File: src/rtl/flashrd_pkg.sv
package flashrd_pkg;

  typedef enum logic [1:0] {
    PATH_FULL,
    PATH_RAND,
    PATH_PAGE,
    PATH_SAME
  } accPath_t;

  typedef enum logic [0:0] {
    ST_IDLE,
    ST_WAIT
  } ctrlState_t;

  typedef struct packed {
    logic loadReq;
    logic capture;
    logic standby;
  } dpStrobe_t;

endpackage

File: src/rtl/flashrd_dp.sv
module flashrd_dp
  import flashrd_pkg::*;
#(
  parameter int ADDR_W     = 20,
  parameter int DATA_W     = 16,
  parameter int PAGE_WORDS = 8
) (
  input  logic              clk,
  input  logic              rstN,
  input  dpStrobe_t         st,
  input  logic [ADDR_W:0]   reqAddr,
  input  logic              reqByteMode,
  input  logic [DATA_W-1:0] flashData,
  output accPath_t          path,
  output logic              sessionOpen,
  output logic              flashCeN,
  output logic              flashOeN,
  output logic              flashByteN,
  output logic              flashLane,
  output logic [ADDR_W-1:0] flashAddr,
  output logic              rspValid,
  output logic [DATA_W-1:0] rspData
);

  localparam int OFF_W = $clog2(PAGE_WORDS);

  logic [ADDR_W-1:0] addrQ;
  logic              laneQ;
  logic              modeQ;
  logic              openQ;   // device selected and stored page tag valid
  logic              rspValidQ;
  logic [DATA_W-1:0] rspDataQ;

  logic [ADDR_W-1:0] reqWord;
  logic              reqLane;
  logic              tagHit;
  logic [DATA_W-1:0] busSel;

  assign reqWord = reqByteMode ? reqAddr[ADDR_W:1] : reqAddr[ADDR_W-1:0];
  assign reqLane = reqByteMode & reqAddr[0];
  assign tagHit  = (reqWord[ADDR_W-1:OFF_W] == addrQ[ADDR_W-1:OFF_W]);

  always_comb begin
    if (!openQ)                            path = PATH_FULL;
    else if (!tagHit || modeQ != reqByteMode) path = PATH_RAND;
    else if (reqWord == addrQ && reqLane == laneQ) path = PATH_SAME;
    else                                   path = PATH_PAGE;
  end

  generate
    if (DATA_W > 8) begin : g_wide
      assign busSel = modeQ ? {{(DATA_W-8){1'b0}}, flashData[7:0]} : flashData;
    end else begin : g_narrow
      assign busSel = flashData;
    end
  endgenerate

  always_ff @(posedge clk) begin
    if (!rstN) begin
      addrQ     <= '0;
      laneQ     <= 1'b0;
      modeQ     <= 1'b0;
      openQ     <= 1'b0;
      rspValidQ <= 1'b0;
      rspDataQ  <= '0;
    end else begin
      if (st.loadReq) begin
        addrQ <= reqWord;
        laneQ <= reqLane;
        modeQ <= reqByteMode;
        openQ <= 1'b1;
      end else if (st.standby) begin
        openQ <= 1'b0;
      end
      rspValidQ <= st.capture;
      if (st.capture) rspDataQ <= busSel;
    end
  end

  assign sessionOpen = openQ;
  assign flashCeN    = !openQ;
  assign flashOeN    = !openQ;
  assign flashByteN  = !modeQ;
  assign flashLane   = laneQ;
  assign flashAddr   = addrQ;
  assign rspValid    = rspValidQ;
  assign rspData     = rspDataQ;

  AST_PULSE_ONE: assert property (@(posedge clk) disable iff (!rstN)
    rspValid |=> !rspValid);
  AST_ADDR_HOLD: assert property (@(posedge clk) disable iff (!rstN)
    !st.loadReq |=> $stable(flashAddr));
  AST_CAPTURE_SELECTED: assert property (@(posedge clk) disable iff (!rstN)
    st.capture |-> (!flashCeN && !flashOeN));
  AST_STANDBY_SLOW: assert property (@(posedge clk) disable iff (!rstN)
    st.standby |=> (path == PATH_FULL && flashCeN));

endmodule

File: src/rtl/flashrd_ctrl.sv
module flashrd_ctrl
  import flashrd_pkg::*;
#(
  parameter int RAND_WAIT   = 14,
  parameter int PAGE_WAIT   = 5,
  parameter int CE_WAIT     = 16,
  parameter int REREAD_WAIT = 1,
  parameter int IDLE_LIMIT  = 40
) (
  input  logic      clk,
  input  logic      rstN,
  input  logic      reqValid,
  output logic      reqReady,
  input  accPath_t  path,
  input  logic      sessionOpen,
  output dpStrobe_t st
);

  localparam int FULL_WAIT = (RAND_WAIT > CE_WAIT) ? RAND_WAIT : CE_WAIT;
  localparam int CNT_W     = $clog2(FULL_WAIT + 1);
  localparam int IDLE_W    = $clog2(IDLE_LIMIT + 1);

  ctrlState_t        state;
  logic [CNT_W-1:0]  waitCnt;
  logic [IDLE_W-1:0] idleCnt;
  logic [CNT_W-1:0]  waitSel;
  logic              accept;
  logic              lastWait;

  always_comb begin
    case (path)
      PATH_FULL: waitSel = CNT_W'(FULL_WAIT);
      PATH_RAND: waitSel = CNT_W'(RAND_WAIT);
      PATH_PAGE: waitSel = CNT_W'(PAGE_WAIT);
      default:   waitSel = CNT_W'(REREAD_WAIT);
    endcase
  end

  assign reqReady   = (state == ST_IDLE);
  assign accept     = reqValid && reqReady;
  assign lastWait   = (state == ST_WAIT) && (waitCnt == CNT_W'(1));
  assign st.loadReq = accept;
  assign st.capture = lastWait;
  assign st.standby = reqReady && !accept && sessionOpen &&
                      (idleCnt == IDLE_W'(IDLE_LIMIT - 1));

  always_ff @(posedge clk) begin
    if (!rstN) begin
      state   <= ST_IDLE;
      waitCnt <= '0;
      idleCnt <= '0;
    end else begin
      case (state)
        ST_IDLE: begin
          if (accept) begin
            state   <= ST_WAIT;
            waitCnt <= waitSel;
            idleCnt <= '0;
          end else if (sessionOpen) begin
            idleCnt <= st.standby ? '0 : idleCnt + 1'b1;
          end
        end
        default: begin
          if (lastWait) begin
            state   <= ST_IDLE;
            idleCnt <= '0;
          end else begin
            waitCnt <= waitCnt - 1'b1;
          end
        end
      endcase
    end
  end

  AST_READY_AFTER_CAPTURE: assert property (@(posedge clk) disable iff (!rstN)
    $rose(reqReady) |-> $past(st.capture));
  AST_WAIT_RANGE: assert property (@(posedge clk) disable iff (!rstN)
    (state == ST_WAIT) |-> (waitCnt != '0 && waitCnt <= CNT_W'(FULL_WAIT)));
  AST_OPEN_AFTER_ACCEPT: assert property (@(posedge clk) disable iff (!rstN)
    (reqValid && reqReady) |=> sessionOpen);

endmodule

File: src/rtl/flashrd_top.sv
module flashrd_top
  import flashrd_pkg::*;
#(
  parameter int ADDR_W      = 20,
  parameter int DATA_W      = 16,
  parameter int PAGE_WORDS  = 8,
  parameter int RAND_WAIT   = 14,
  parameter int PAGE_WAIT   = 5,
  parameter int CE_WAIT     = 16,
  parameter int REREAD_WAIT = 1,
  parameter int IDLE_LIMIT  = 40
) (
  input  logic              clk,
  input  logic              rstN,
  input  logic              reqValid,
  output logic              reqReady,
  input  logic [ADDR_W:0]   reqAddr,
  input  logic              reqByteMode,
  output logic              rspValid,
  output logic [DATA_W-1:0] rspData,
  output logic              flashCeN,
  output logic              flashOeN,
  output logic              flashByteN,
  output logic              flashLane,
  output logic [ADDR_W-1:0] flashAddr,
  input  logic [DATA_W-1:0] flashData
);

  dpStrobe_t st;
  accPath_t  path;
  logic      sessionOpen;

  flashrd_ctrl #(
    .RAND_WAIT(RAND_WAIT), .PAGE_WAIT(PAGE_WAIT), .CE_WAIT(CE_WAIT),
    .REREAD_WAIT(REREAD_WAIT), .IDLE_LIMIT(IDLE_LIMIT)
  ) i_ctrl (
    .clk(clk), .rstN(rstN), .reqValid(reqValid), .reqReady(reqReady),
    .path(path), .sessionOpen(sessionOpen), .st(st)
  );

  flashrd_dp #(
    .ADDR_W(ADDR_W), .DATA_W(DATA_W), .PAGE_WORDS(PAGE_WORDS)
  ) i_dp (
    .clk(clk), .rstN(rstN), .st(st), .reqAddr(reqAddr),
    .reqByteMode(reqByteMode), .flashData(flashData), .path(path),
    .sessionOpen(sessionOpen), .flashCeN(flashCeN), .flashOeN(flashOeN),
    .flashByteN(flashByteN), .flashLane(flashLane), .flashAddr(flashAddr),
    .rspValid(rspValid), .rspData(rspData)
  );

endmodule

File: config.mk
export PLATFORM = sky130hd
export DESIGN_NAME = flashrd_top
export DESIGN_NICKNAME = d
export VERILOG_FILES = /design/src/rtl/flashrd_pkg.sv /design/src/rtl/flashrd_dp.sv /design/src/rtl/flashrd_ctrl.sv /design/src/rtl/flashrd_top.sv
export SDC_FILE = /design/constraint.sdc
export NUM_CORES = 1
export LEC_CHECK = 0
export BUFFER_PORTS_ARGS = -buffer_cell sky130_fd_sc_hd__buf_2
export CORE_MARGIN = 5
export CORE_UTILIZATION = 55
export DETAILED_ROUTE_END_ITERATION = 8
export PLACE_DENSITY_LB_ADDON = 0.12
export SKIP_LAST_GASP = 1
export SLEW_MARGIN = 20
export SYNTH_ARGS = -nofsm -noshare
export SYNTH_HDL_FRONTEND = slang
export SYNTH_HIERARCHICAL = 1
export SYNTH_SLANG_ARGS = --single-unit
File: constraint.sdc
create_clock -name clk -period 6 [get_ports clk]
set_input_delay 0.6 -clock clk [delete_from_list [all_inputs] [get_ports clk]]
set_output_delay 0.6 -clock clk [all_outputs]
set_load 0.05 [all_outputs]
== After elaboration in Yosys (flattened, before gate mapping) ==
Index checks and enable logic that the tools add are counted.
Word-level totals
  bits in registers: 52
  latch bits: 0
  RAM bits: 0
  memory bits (read-only): 0
  input port bits: 41
  output and inout bits: 42
  logic and storage cells: 59
  memories: 0
Operators by class
  add/subtract/negate cells: 2
  multiply operators: 0
  div/mod/pow operators: 0
  $lt $le $gt $ge: 0
  eq/ne operators: 10
  shifts and indexed selects: 0
  multiplexer cells: 19
  bitwise logic cells: 2
  reductions and logical operators: 17
Operators with widths (number)
  2-to-1 mux 6 bit: 5
  equality test 20 bit: 1
  2-to-1 mux 20 bit: 1
  equality test 17 bit: 1
  2-to-1 mux 16 bit: 1
  2-to-1 mux 5 bit: 3
  case mux 5 bit (3 select lines): 1
  adder 6 x 1 -> 6 bit (second input constant): 1
  equality test 6 bit (second input constant): 1
  logical AND 1 bit: 6
  2-to-1 mux 1 bit: 6
  equality test 5 x 1 -> 1 bit (second input constant): 1
  subtractor 5 x 1 -> 5 bit (second input constant): 1
  logical NOT 1 bit: 4
  2-to-1 mux 2 bit: 2
  != test 2 bit (second input constant): 2
  AND reduction 2 bit: 2
  nonzero test 2 bit: 2
  nonzero test 3 bit: 1
  equality test 2 x 1 -> 1 bit (second input constant): 1
  equality test 2 bit (second input constant): 1
  logical NOT 2 bit: 1
  bitwise AND 1 bit: 1
  equality test 1 bit: 1
  other kinds (3): 3

== Logic depth before layout (Yosys ltp) ==
Gate-level depths: netlist (run 1).
  word-level depth: 10
  mapped depth: 13

== By module ==
The synthesis (run 1) kept the hierarchy.
By module, submodules not included
  flashrd_dp: instances 1, cells an instance 205, area an instance 2001.9 um^2, seq. area each 800.8 um^2
  flashrd_ctrl: instances 1, cells an instance 90, area an instance 758.2 um^2, seq. area each 240.2 um^2

== Least setup slack after synthesis (run 1) ==
No wires, ideal clock.
  path type: input -> register
  start: in reqByteMode
  end: reg i_ctrl.waitCnt[0]
  library setup time: 122 ps
  data arrival time: 2452 ps
  path slack: 3426 ps
  stages: 11
  path through: buf_6 > buf_2 > a2111oi_0 > a21oi_1 > a2111oi_0 > o31a_1 > inv_1 > ha_1 > nor2_1 > nor2_1 > o311a_1
Between the ends
  cells in the longest elaborated chain, start to end: 10
Ends and longest elaborated chain
  start: declaration: line flashrd_top.sv:18  | input logic reqByteMode,
  2-to-1 mux 20 bit / bitwise AND 1 bit (equally long branches): line flashrd_dp.sv:39, flashrd_dp.sv:40
  equality test 20 bit (tied with other cells): line flashrd_dp.sv:46  | else if (reqWord == addrQ && reqLane == laneQ) path = PATH_SAME;
  logical AND 1 bit / logical NOT 1 bit (equally long branches): line flashrd_dp.sv:46, flashrd_dp.sv:45
  2-to-1 mux 1 bit / logical OR 1 bit (equally long branches): line flashrd_dp.sv:46, flashrd_dp.sv:45
  2-to-1 mux 2 bit (*): line flashrd_dp.sv:45  | else if (!tagHit || modeQ != reqByteMode) path = PATH_RAND;
  2-to-1 mux 2 bit (*): line flashrd_dp.sv:44  | if (!openQ) path = PATH_FULL;
  via path[0]: line flashrd_top.sv:30  | accPath_t path;
  equality test 2 bit (tied with other cells): line flashrd_ctrl.sv:31  | case (path)
  case mux 5 bit (3 select lines) (*): line flashrd_ctrl.sv:31
  2-to-1 mux 5 bit (*): line flashrd_ctrl.sv:55  | if (accept) begin
  2-to-1 mux 5 bit (*): line flashrd_ctrl.sv:53  | case (state)
  end signal: assignment: line flashrd_ctrl.sv:57  | waitCnt <= waitSel;
  end signal: assignment: line flashrd_ctrl.sv:68  | waitCnt <= waitCnt - 1'b1;
  end: declaration: line flashrd_ctrl.sv:24  | logic [CNT_W-1:0] waitCnt;
The timed path passes the listed nets; every way through them passes the cells marked *. The select of a mux whose other input is x is not followed.
A chain may end at the register's enable or synchronous reset.

== Worst setup path after layout (run 1) ==
Same ends and word-level chain as after synthesis.

==> results.json, run 1 <==
{
  "ys_types": 49,
  "fp.coreArea_sq_um": 4790,
  "syn_area_sq_um": 2760,
  "worst-path-max-fanout": 26,
  "cp-start-kind": "primary input",
  "fin_hold_ws_ns": 0.494,
  "dpl-instance-area_sq_um": 3160,
  "synth-seq-area-share": 0.377,
  "endpoint_class_of_the_critical_path": "flip-flop",
  "finalPower_uw": 833,
  "p_leak_nw": 1.57,
  "synth_fp_nets": 343,
  "status": "finished clean",
  "clkTransAtPathRegs_ns": 0.10,
  "route.antenna.remaining_nets": 0,
  "grt_residual_overflow": 0,
  "ff2ff_setup_slack_ns": 3.44,
  "async_reset_ff_frac": 0,
  "synth-seq-cells": 52,
  "final_min_period_over_clock_period": 0.476,
  "cts_hold_buf": 0,
  "post_synth_inst_count": 295,
  "vdd.ir_drop.worst_mv": 0.188,
  "critPathLaunch": "reqByteMode",
  "finish.net_count": 415,
  "dr.pass1.iters": 5,
  "clock_tree_from_tritoncts": "yes",
  "powerDensity_nw_per_um2": 255,
  "numClockSinks": 52,
  "dominantRegCellSynth": "sky130_fd_sc_hd__dfxtp_1",
  "fraction_of_layout_instances_using_a_drive_strength_above_1": 0.272,
  "insertedDiodeCount": 0,
  "post-route-min-period_ns": 2.86,
  "synth_top_cell_by_area": "sky130_fd_sc_hd__dfxtp_1",
  "grt_pass1_wl_um": 10100,
  "finalSetupViolCount": 0,
  "report.final.hold_viol_count": 0,
  "synth_common_cells": "52 x sky130_fd_sc_hd__dfxtp_1, 29 x sky130_fd_sc_hd__mux2i_1, 26 x sky130_fd_sc_hd__nor2b_1",
  "dieHeight_um": 80.8,
  "cp_data_arrival_time_ns": 3.05,
  "h-tree-depth": 2,
  "min-delay-path-class": "flip-flop to flip-flop",
  "cts_setup_buffers": 0,
  "type_of_the_worst_setup_path": "primary input to flip-flop",
  "tightest_slew_ns": 0.724,
  "hpwl_um": 4590,
  "fp.dieW_um": 80.8,
  "final.setup.tns_ns": 0,
  "die-area_sq_um": 6540,
  "timing.slew.headroom": 0.517,
  "final.setup_skew_ns": 0.00711,
  "postSynthAreaPerCell_sq_um": 9.36,
  "routedWlPerCell_um": 14.3,
  "pins_over_slew_limit": 0,
  "post_cts_gate_resize_count": 0,
  "area.growth.synth_to_final_pct": 18.5,
  "postLayoutCellArea_sq_um": 3270,
  "detailedRoute.firstIterationViolations": 130,
  "timing.critical_path.required_ns": 6.20,
  "cts_root_buffer": "sky130_fd_sc_hd__clkbuf_8",
  "max_freq_mhz": 350,
  "first_global_vias": 2213,
  "critical_path_capture_point": "i_ctrl/waitCnt[0]$_SDFFE_PN0P_",
  "drt-total-wl_um": 6220,
  "avgViaCountPerCell": 5.36,
  "yosysWarnings": 6,
  "worst_r2r_path_depth": 10,
  "globalplace.congestion": 0.794,
  "vias": 2333,
  "synth_enable_flop_cells": 0,
  "total_cts_buffers": 5,
  "clockBufferDepth": 2,
  "global_route.usage.total": 0.196,
  "grt_setup_unrepaired": "no",
  "row_count": 25,
  "post-synth-top-count-cell": "sky130_fd_sc_hd__dfxtp_1",
  "clock_latency_at_the_later_pin_of_the_worst_skew_pair_ns": 0.31,
  "fill_cells": 417,
  "drc": 0,
  "io_buffers": 82,
  "grt_start_max_net_pins": 46,
  "synthDominantCellAreaShare": 0.377,
  "cap_violations": 0,
  "reg2reg_to": "i_ctrl/waitCnt[0]$_SDFFE_PN0P_",
  "number_of_antenna_violations_at_the_first_check_in_global_routing": 0,
  "initial_core_util": 0.577,
  "ios": 83,
  "r2r_start": "i_dp/flashAddr[0]$_SDFFE_PN0P_",
  "post_synth_main_area_contributors": "sky130_fd_sc_hd__dfxtp_1 38%, sky130_fd_sc_hd__mux2i_1 11%, sky130_fd_sc_hd__o211a_1 7.3%, sky130_fd_sc_hd__nor2b_1 5.9%, sky130_fd_sc_hd__xnor2_1 5.1%"
}
critical path, cell delays in order:
cell and delay [ns]:
sky130_fd_sc_hd__buf_2 0.53, sky130_fd_sc_hd__mux2i_1 0.36, sky130_fd_sc_hd__xnor2_1 0.11, sky130_fd_sc_hd__nor4_2 0.26, sky130_fd_sc_hd__nand4_1 0.15, sky130_fd_sc_hd__o31a_1 0.36
sky130_fd_sc_hd__ha_1 0.22, sky130_fd_sc_hd__nor2_1 0.11, sky130_fd_sc_hd__nor2_1 0.05, sky130_fd_sc_hd__o311a_1 0.30
report_power, final:
part / total, mW / switching [mW] / leakage, nW / internal, mW
registers: 0.385 / 0.0198 / 0.426 / 0.365
clock network: 0.245 / 0.119 / 0.0558 / 0.126
logic: 0.203 / 0.129 / 1.08 / 0.0747
per-stage QoR:
step	instances	setup slack, ns	utilization
2_1_floorplan	295	3.43	-
3_3_place_gp	427	2.93	0.660
3_5_place_dp	427	2.84	0.660
4_1_cts	435	3.18	0.684
5_1_grt	435	2.85	0.684
6_report	435	3.14	0.684
layer usage:
layer  vias to the layer above  global-route usage  part of all wire
li1                       1176                   -                 -
met1                      1082               0.253              0.45
met2                        68               0.324              0.48
met3                         7              0.0421             0.056
met4                         0              0.0693             0.010
met5                         -                   0                 0
layout make-up:
cell class	count	area (sq um)	area share
tap	67	83.8	0.0256
sequential	52	1040	0.318
timing repair buffer	84	425	0.130
clock buffer	6	72.6	0.0222
clock inverter	2	38.8	0.0119
inverter	11	41.3	0.0126
multi-input combinational	213	1570	0.480
placed cells by master, fill, tap and decap left out, drive strengths merged, types with 9 or more instances in the layout:
| cell | synthesis | routed |
|---|---|---|
| mux2i | 30 | 30 |
| nor2 | 14 | 14 |
| xnor2 | 16 | 16 |
| o211a | 20 | 20 |
| dfxtp | 52 | 52 |
| nand2 | 24 | 24 |
| nor2b | 26 | 26 |
| o21ai | 9 | 9 |
| a21oi | 16 | 16 |
| buf | 8 | 84 |
| inv | 11 | 12 |
logic make-up (layout without fill, tap and decap cells):
logic type / after synthesis / count (layout) / share of synthesized area
buffers and inverters: 30 / 103 / 0.0544
AOI/OAI and AO/OA: 62 / 62 / 0.172
xor gates and xnor gates: 23 / 23 / 0.0730
muxes: 30 / 30 / 0.110
adders and majority gates: 7 / 7 / 0.0317
DFF: 52 / 52 / 0.377
and+or+nand+nor: 91 / 91 / 0.182
how the worst min path moves through the flow:
stage                                        start                        endpoint  slack [ns]  cells after the start
floorplan           i_ctrl/idleCnt[5]$_SDFFE_PN0P_  i_ctrl/idleCnt[5]$_SDFFE_PN0P_        0.45                      2
global placement    i_ctrl/idleCnt[5]$_SDFFE_PN0P_  i_ctrl/idleCnt[5]$_SDFFE_PN0P_        0.47                      2
detailed placement  i_ctrl/idleCnt[5]$_SDFFE_PN0P_  i_ctrl/idleCnt[5]$_SDFFE_PN0P_        0.49                      2
CTS                 i_ctrl/idleCnt[5]$_SDFFE_PN0P_  i_ctrl/idleCnt[5]$_SDFFE_PN0P_        0.50                      2
global route                         flashData[11]   i_dp/rspData[11]$_SDFFE_PN0P_        0.52                      3
finish              i_ctrl/idleCnt[5]$_SDFFE_PN0P_  i_ctrl/idleCnt[5]$_SDFFE_PN0P_        0.49                      2
sequential cells by signal, summed over array words and instances (netlist names):
register          cells
i_ctrl/waitCnt        5
i_dp/rspData         16
i_dp/sessionOpen      1
i_dp/rspValid         1
i_dp/modeQ            1
i_ctrl/state          1
i_dp/flashLane        1
i_dp/flashAddr       20
i_ctrl/idleCnt        6
Power figures use the tool's default switching activity.
==> run 2: changes to the inputs <==
--- a/config.mk
+++ b/config.mk
@@ -7,7 +7,7 @@
 export LEC_CHECK = 0
 export BUFFER_PORTS_ARGS = -buffer_cell sky130_fd_sc_hd__buf_2
 export CORE_MARGIN = 5
-export CORE_UTILIZATION = 55
+export CORE_UTILIZATION = 46
 export DETAILED_ROUTE_END_ITERATION = 8
 export PLACE_DENSITY_LB_ADDON = 0.12
 export SKIP_LAST_GASP = 1
==> constraint.sdc (replaced) <==
create_clock -name clk -period 2.5 [get_ports clk]
set_input_delay 0.25 -clock clk [delete_from_list [all_inputs] [get_ports clk]]
set_output_delay 0.25 -clock clk [all_outputs]
set_load 0.05 [all_outputs]
==> run 2 against run 1 <==
Critical path type is now flip-flop to flip-flop. Worst hold slack lost 0.30 ns. Global-route usage shrank 2.6 points. Routed wire length grew 1.7%. Setup slack lost 2.9 ns. Sequential power grew 140%. Clock-buffer cell count is the same. Sequential share of layout area shrank 1.1 points. Largest power group unchanged.
==> results.json, run 2 (synthesis results as in run 1) <==
{
  "status": "finished clean",
  "detailedRoute.firstIterationViolations": 89,
  "cp-start-kind": "flip-flop",
  "finalPower_mw": 1.95,
  "final_cell_mix": "81 x sky130_fd_sc_hd__buf_2, 51 x sky130_fd_sc_hd__dfxtp_1, 29 x sky130_fd_sc_hd__mux2i_1",
  "dr.pass1.iters": 4,
  "dpl-instance-area_sq_um": 3280,
  "globalplace.congestion": 0.841,
  "finish.utilization": 0.577,
  "finalSetupViolCount": 0,
  "p_leak_nw": 1.63,
  "clock_latency_at_the_later_pin_of_the_worst_skew_pair_ns": 0.31,
  "type_of_the_worst_setup_path": "flip-flop to flip-flop",
  "grt_setup_unrepaired": "no",
  "powerDensity_nw_per_um2": 573,
  "drt-total-wl_um": 6330,
  "vias": 2317,
  "pins_over_slew_limit": 0,
  "grt_pass1_wl_um": 10400,
  "fp.dieW_um": 87.5,
  "io_buffers": 82,
  "cts_root_buffer": "sky130_fd_sc_hd__clkbuf_8",
  "global_route.usage.total": 0.170,
  "critPathLaunch": "i_dp/flashAddr[0]$_SDFFE_PN0P_",
  "total_cts_buffers": 5,
  "area.growth.synth_to_final_pct": 23.1,
  "cts_setup_buffers": 0,
  "insertedDiodeCount": 0,
  "vdd.ir_drop.worst_mv": 0.273,
  "cap_violations": 0,
  "report.final.hold_viol_count": 0,
  "h-tree-depth": 2,
  "max_freq_mhz": 439,
  "cts_hold_buf": 0,
  "die-area_sq_um": 7650,
  "routedWlPerCell_um": 13.8,
  "timing.critical_path.required_ns": 2.70,
  "tightest_slew_ns": 0.852,
  "dieHeight_um": 87.5,
  "grt_start_max_net_pins": 29,
  "final_min_period_over_clock_period": 0.911,
  "finalNonFillerCells": 458,
  "final.setup_skew_ns": 0.00554,
  "ios": 83,
  "avgViaCountPerCell": 5.06,
  "post-route-min-period_ns": 2.28,
  "cp_data_arrival_time_ns": 2.47,
  "row_count": 28,
  "numClockSinks": 52,
  "endpoint_class_of_the_critical_path": "flip-flop",
  "final.setup.worst_slack_ns": 0.222,
  "hpwl_um": 4780,
  "initial_core_util": 0.469,
  "r2r_start": "i_dp/flashAddr[0]$_SDFFE_PN0P_",
  "largest_reg_flops": 20,
  "worst-path-max-fanout": 3,
  "route.antenna.remaining_nets": 0,
  "timing.slew.headroom": 0.432,
  "finish.net_count": 430,
  "place_ws_ns": -0.146,
  "dpl.cell_count": 450,
  "clock_tree_from_tritoncts": "yes",
  "number_of_antenna_violations_at_the_first_check_in_global_routing": 0,
  "first_global_vias": 2242,
  "min-delay-path-class": "primary input to flip-flop",
  "layout_commonest_cell": "sky130_fd_sc_hd__buf_2",
  "clkTransAtPathRegs_ns": 0.10,
  "drc": 0,
  "fraction_of_layout_instances_using_a_drive_strength_above_1": 0.311,
  "fp.coreArea_sq_um": 5890,
  "timing.hold.worst.start": "flashData[10]",
  "postLayoutCellArea_sq_um": 3400,
  "clockBufferDepth": 2,
  "grt_residual_overflow": 0
}
[run 2: layout make-up]
| cell class | instances | area, sq um |
|---|---|---|
| clock buffers | 6 | 82.6 |
| clock inverters | 2 | 15.0 |
| fillers | 569 | 2490 |
| inverters | 11 | 41.3 |
| multi-input cells | 213 | 1580 |
| flip-flops and latches | 52 | 1040 |
| well taps | 75 | 93.8 |
| repair buffers | 99 | 541 |
[run 2: per-stage QoR]
step,hold WS [ns],setup TNS (ns)
final,0.190,0
after global routing,0.188,0
after CTS,0.182,0
after detailed placement,0.489,-0.338
after global placement,0.481,-0.181
after floorplan,0.381,0
[run 2: repair_timing]
item / in CTS / in global routing
pin swaps: 0 / 2
resized for setup: 2 / 3
setup endpoints to repair: 2 / 3
[run 2: layer usage]
metal  vias to the layer above  global-route usage  routed length, um
met5                         -                   0                  0
met4                         0              0.0391                 42
met3                         4              0.0388                305
met2                        42               0.281               3040
met1                      1063               0.225               2940
li1                       1208                   -                  -
[run 2: critical path: stages (launching register included)]
cell and delay [ns]:
sky130_fd_sc_hd__dfxtp_2 0.35, sky130_fd_sc_hd__xor2_1 0.16, sky130_fd_sc_hd__a2111oi_2 0.33, sky130_fd_sc_hd__a21oi_1 0.08
sky130_fd_sc_hd__a2111oi_2 0.22, sky130_fd_sc_hd__buf_4 0.16, sky130_fd_sc_hd__o31a_1 0.17, sky130_fd_sc_hd__inv_1 0.08
sky130_fd_sc_hd__ha_1 0.21, sky130_fd_sc_hd__nor2_1 0.08, sky130_fd_sc_hd__nor2_1 0.05, sky130_fd_sc_hd__o311a_1 0.28
[run 2: final timing paths]
kind | cells past startpoint | endpoint | slack [ns]
worst min-delay path | 3 | i_dp/rspData[10]$_SDFFE_PN0P_ | 0.19
worst max-delay path | 11 | i_ctrl/waitCnt[0]$_SDFFE_PN0P_ | 0.22
worst min register to register | 2 | i_ctrl/idleCnt[5]$_SDFFE_PN0P_ | 0.50
worst max register to register | 11 | i_ctrl/waitCnt[0]$_SDFFE_PN0P_ | 0.22
[run 2: power by group]
part | total (mW) | switching, mW | internal, mW
combinational | 0.512 | 0.314 | 0.198
sequential | 0.921 | 0.0448 | 0.877
clock | 0.513 | 0.288 | 0.225
